File: config.mk
export PLATFORM = sky130hd
export DESIGN_NAME = jc_selfcorr_counter
export DESIGN_NICKNAME = d
export VERILOG_FILES = /design/src/rtl/jc_pkg.sv /design/src/rtl/jc_feedback.sv /design/src/rtl/jc_stage_reg.sv /design/src/rtl/jc_selfcorr_counter.sv
export SDC_FILE = /design/constraint.sdc
export NUM_CORES = 1
export LEC_CHECK = 0
export BUFFER_PORTS_ARGS = -buffer_cell sky130_fd_sc_hd__buf_2
export CAP_MARGIN = 20
export CORE_AREA = 5 5 42 44
export DETAILED_ROUTE_END_ITERATION = 10
export DIE_AREA = 0 0 47 49
export GPL_TIMING_DRIVEN = 0
export HOLD_SLACK_MARGIN = 0.08
export PLACE_DENSITY_LB_ADDON = 0.08
export SKIP_CTS_REPAIR_TIMING = 1
export SLEW_MARGIN = 20
export SYNTH_ARGS = -nofsm -noshare
export SYNTH_HDL_FRONTEND = slang
export SYNTH_SLANG_ARGS = --single-unit
File: constraint.sdc
create_clock -name clk -period 0.8 [get_ports clk]
set_clock_uncertainty 0.05 [all_clocks]
set_input_delay 0.16 -clock clk [delete_from_list [all_inputs] [get_ports clk]]
set_output_delay 0.16 -clock clk [all_outputs]
set_load 0.005 [all_outputs]
File: src/rtl/jc_pkg.sv
// Package: shared definitions for the self-correcting twisted-ring counter.
// Assumes a fixed 4-stage ring; the repair equations are specific to it.
package jc_pkg;

    localparam int JC_W = 4;

    typedef enum logic {
        FIX_FEEDBACK = 1'b0,
        FIX_LOAD     = 1'b1
    } fix_mode_e;

    // True when the pattern is a thermometer of ones or of zeros from bit 0.
    function automatic logic jc_is_valid(input logic [JC_W-1:0] v);
        logic [JC_W-1:0] inv;
        inv = ~v;
        return ((v & (v + 4'd1)) == '0) || ((inv & (inv + 4'd1)) == '0);
    endfunction

endpackage

File: src/rtl/jc_feedback.sv
// Module: next-state logic of the ring. One of two repair schemes is
// chosen at elaboration. Assumes bit 0 is the first stage and bit 3 the last.
module jc_feedback #(
    parameter jc_pkg::fix_mode_e FIX_MODE = jc_pkg::FIX_FEEDBACK,
    parameter int                W        = jc_pkg::JC_W
) (
    input  logic [W-1:0] cur,
    output logic [W-1:0] nxt
);

    localparam int TOP = W - 1;

    generate
        if (FIX_MODE == jc_pkg::FIX_FEEDBACK) begin : g_fb
            logic serial_in;
            // Purpose: repaired serial input that steers stray patterns home.
            always_comb begin
                serial_in = ~cur[TOP] | (~cur[TOP-1] & cur[1]);
                nxt       = {cur[TOP-1:0], serial_in};
            end
        end else begin : g_ld
            logic load_hit;
            // Purpose: replace the shift with a fixed load on a 0xx0 match.
            always_comb begin
                load_hit = ~cur[TOP] & ~cur[0];
                if (load_hit) begin
                    nxt = {{(W-1){1'b0}}, 1'b1};
                end else begin
                    nxt = {cur[TOP-1:0], ~cur[TOP]};
                end
            end
        end
    endgenerate

endmodule

File: src/rtl/jc_stage_reg.sv
// Module: state register of the ring with synchronous active-low reset
// and hold. Assumes the reset value is a legal W-bit constant.
module jc_stage_reg #(
    parameter int           W         = jc_pkg::JC_W,
    parameter logic [W-1:0] RST_STATE = '0
) (
    input  logic         clk,
    input  logic         rst_n,
    input  logic         en,
    input  logic [W-1:0] d,
    output logic [W-1:0] q
);

    // Purpose: reset to the chosen pattern, else load d when enabled.
    always_ff @(posedge clk) begin
        if (!rst_n) begin
            q <= RST_STATE;
        end else if (en) begin
            q <= d;
        end
    end

endmodule

File: src/rtl/jc_selfcorr_counter.sv
// Module: top level of the 4-stage self-correcting twisted-ring counter.
// Assumes a free-running clock. Reset is sampled synchronously, active low.
module jc_selfcorr_counter #(
    parameter jc_pkg::fix_mode_e FIX_MODE  = jc_pkg::FIX_FEEDBACK,
    parameter logic [3:0]        RST_STATE = 4'b0000
) (
    input  logic       clk,
    input  logic       rst_n,
    input  logic       cnt_en,
    output logic [3:0] cnt_q
);

    localparam int W      = jc_pkg::JC_W;
    localparam int BOUND  = 2 * W;

    logic [W-1:0] nxt_state;

    jc_feedback #(.FIX_MODE(FIX_MODE), .W(W)) u_fb (
        .cur (cnt_q),
        .nxt (nxt_state)
    );

    jc_stage_reg #(.W(W), .RST_STATE(RST_STATE)) u_reg (
        .clk   (clk),
        .rst_n (rst_n),
        .en    (cnt_en),
        .d     (nxt_state),
        .q     (cnt_q)
    );

    // Purpose: count enabled clocks spent off the cycle, for the bound check.
    logic [W:0] stray_cnt;
    always_ff @(posedge clk) begin
        if (!rst_n) begin
            stray_cnt <= '0;
        end else if (jc_pkg::jc_is_valid(cnt_q)) begin
            stray_cnt <= '0;
        end else if (cnt_en && stray_cnt != '1) begin
            stray_cnt <= stray_cnt + 1'b1;
        end
    end

    assert_reset_load_R1: assert property (@(posedge clk)
        !rst_n |=> cnt_q == RST_STATE);

    assert_hold_R3: assert property (@(posedge clk) disable iff (!rst_n)
        !cnt_en |=> $stable(cnt_q));

    assert_cycle_step_R2: assert property (@(posedge clk) disable iff (!rst_n)
        (cnt_en && jc_pkg::jc_is_valid(cnt_q))
        |=> cnt_q == {$past(cnt_q[2:0]), ~$past(cnt_q[3])});

    assert_stay_valid_R7: assert property (@(posedge clk) disable iff (!rst_n)
        jc_pkg::jc_is_valid(cnt_q) |=> jc_pkg::jc_is_valid(cnt_q));

    assert_bounded_recovery_R7: assert property (@(posedge clk) disable iff (!rst_n)
        stray_cnt <= (W+1)'(BOUND));

    generate
        if (FIX_MODE == jc_pkg::FIX_LOAD) begin : g_ld_chk
            assert_match_load_R5: assert property (@(posedge clk) disable iff (!rst_n)
                (cnt_en && !cnt_q[3] && !cnt_q[0]) |=> cnt_q == 4'b0001);
        end
    endgenerate

endmodule

==> results by group <==
Run status
  – Status: finished with violations
  – Failing checks: negative setup slack

Synth
  – Synth warn: 0
  – Synth top area share: 50.79%
  – FF+latch count, synth: 4
  – Synth Cell Area: 157.7 um2
  – Area leader, netlist: dfxtp_1
  – Area contributors post-synth: dfxtp_1, mux2i_1, nor2b_1, buf_6, a31oi_1
  – Syn Inst Count: 14
  – Syn_area_per_cell: 11.26 um2
  – Distinct cells, synth: 7
  – Seq/Total Area, Yosys: 50.79%
  – Syn Nets: 17

Die
  – Chip width: 47 um
  – Number of I/O pins: 7
  – Core area: 0.001401 mm2
  – Site row count: 14
  – Die area: 0.002303 mm2
  – Die height: 49 um
  – Starting density of the core: 11.25%

GRT
  – All-Layer GR Usage: 4.087%
  – Number of global-route vias before repair: 134
  – Largest net degree at the start of global routing: 6
  – Initial antenna violation count: 0
  – Global-route wire length before repair: 558 um
  – Total global routing overflow: 0

Placed design
  – DP Worst Slack: 77.25 ps
  – Routability cong.: 0.6753
  – Placed Cells: 35
  – I/O Buffers: 5
  – DP Area: 202.7 um2

Cells and area
  – Antenna cell count: 0
  – Final Instance Area: 276.5 um2
  – Layout area overhead: 75.40%
  – Final cell count without fillers: 42
  – Fin util: 19.73%
  – Fraction of layout cells with a size suffix above 1: 65.38%
  – Regs by FF count: u_reg.q (4)
  – Fin nets: 31
  – Max reg flops: 4
  – Largest Register: u_reg.q

Power and ir drop
  – Cell Pwr Density: 1918 mW/mm2
  – Clk pwr share: 48.9%
  – Switching share of total power: 21.96%
  – Logic pwr share: 10.6%
  – Cell-internal power: 0.4139 mW
  – Lkg Pwr: 0.1268 nW
  – Seq pwr share: 40.4%
  – Maximum VDD drop: 0.5412 mV
  – NetSw: 0.1165 mW

STA
  – Slew headroom: 90.03%
  – Crit share post-route: 109.8%
  – Post-layout min period: 878.5 ps
  – Worst-Margin Slew: 148.0 ps
  – Setup tns final: -310.6 ps
  – Peak Freq: 1138 MHz
  – Setup ws final: -78.52 ps
  – Setup violators final: 5
  – Hold Violations, Final: 0
  – Setup repair after global routing missed its margin: true
  – Final slew viol count: 0

Clock network
  – H-tree depth: 1
  – Maximum buffer depth of the clock tree: 2
  – TritonCTS buffer count: 3
  – CTS Root Cell: clkbuf_4
  – CTS clk-pin slew, worst paths: 40 ps
  – Worst-Skew Late Latency: 230 ps
  – Clock Sinks: 4
  – CTS tree: built

Worst setup path
  – Worst-path maximum fanout: 2
  – Delay-heaviest family, CP: flip-flops
  – Max incr delay on CP: 320 ps
  – Crit path launch type: flop
  – Worst r2r src: u_reg.q[2]
  – Buffers & Inverters on Critical Path: 1
  – Slowest library cell on the worst path: dfxtp_2
  – Critical path type: flop to output port
  – Worst Setup SP: u_reg.q[2]
  – Worst EP arrival: 670 ps
  – Worst EP required: 590 ps
  – CP endpoint kind: output port
  – Critical path, cell by cell: buf_6

Drt
  – Initial DRC count: 0
  – Routed vias/inst: 3.524
  – DRT Pass-1 Iters: 1
  – Drt drc: 0
  – Routed wire length per instance: 9.667 um
  – Vias post-DR: 148
  – Final antenna-violating net count: 0
  – Routed wire length: 406 um

Hold path
  – Hold_sp: cnt_en
  – Hold Crit Class: primary input to flop

Job
  – Max_cap viols: 0
[cells by family (layout without fill, tap and decap cells)]
| group | count (synthesis) | in the layout | share of synthesized area [%] |
|---|---|---|---|
| buf+inv | 1 | 13 | 7.142 |
| simple gates | 4 | 4 | 15.88 |
| compound gates | 2 | 2 | 7.142 |
| mux | 3 | 3 | 19.05 |
| flops | 4 | 4 | 50.80 |
[synth_stat cells]
library cell	instances
buf_6	1
nand2b_1	1
mux2i_1	3
nor2b_1	3
o21ai_0	1
a31oi_1	1
dfxtp_1	4
[through the flow]
step                      total power, mW  hold WS (ps)
final                              0.5304         78.75
after CTS                          0.5174         80.40
after global placement             0.2585         333.9
after floorplan                    0.2421         238.2
after detailed placement           0.2580         329.9
after global routing               0.5495         84.54
[final cells by class]
| class | instances | area (um2) |
|---|---|---|
| timing repair buffer | 9 | 71.32 |
| buffer | 1 | 11.26 |
| sequential | 4 | 85.08 |
| fill | 169 | 1125 |
| clock buffer | 3 | 22.52 |
| tap | 16 | 20.02 |
| multi-input combinational | 9 | 66.31 |
[power groups by stage]
stage	sequential (mW)	combinational, mW	clock (mW)
6_report	0.214	0.0564	0.260
5_1_grt	0.215	0.0624	0.272
4_1_cts	0.216	0.0394	0.262
3_5_place_dp	0.219	0.0391	0
3_3_place_gp	0.219	0.0398	0
2_1_floorplan	0.219	0.0235	0
[metal layers]
layer	GRT usage, %	vias to the layer above	part of all wire (%)
met5	0	-	0
met4	6.912	0	2.0
met3	2.214	2	6.4
met2	4.299	4	45
met1	3.965	70	46
li1	-	72	-
[cell usage in the layout, fill, tap and decap left out, drive strengths merged]
master  count
dfxtp       4
mux2i       3
a31oi       1
nand2b      1
nor2b       3
o21ai       1
clkbuf      3
buf        10
[final timing paths]
check,endpoint,slack [ps],cells past startpoint
worst max-delay path,cnt_q[2],-80,1
worst min-delay path,u_reg.q[0],80,2
worst max register to register,u_reg.q[0],-30,3
worst min register to register,u_reg.q[0],490,2
No activity file was read; power rests on OpenSTA's default activity.
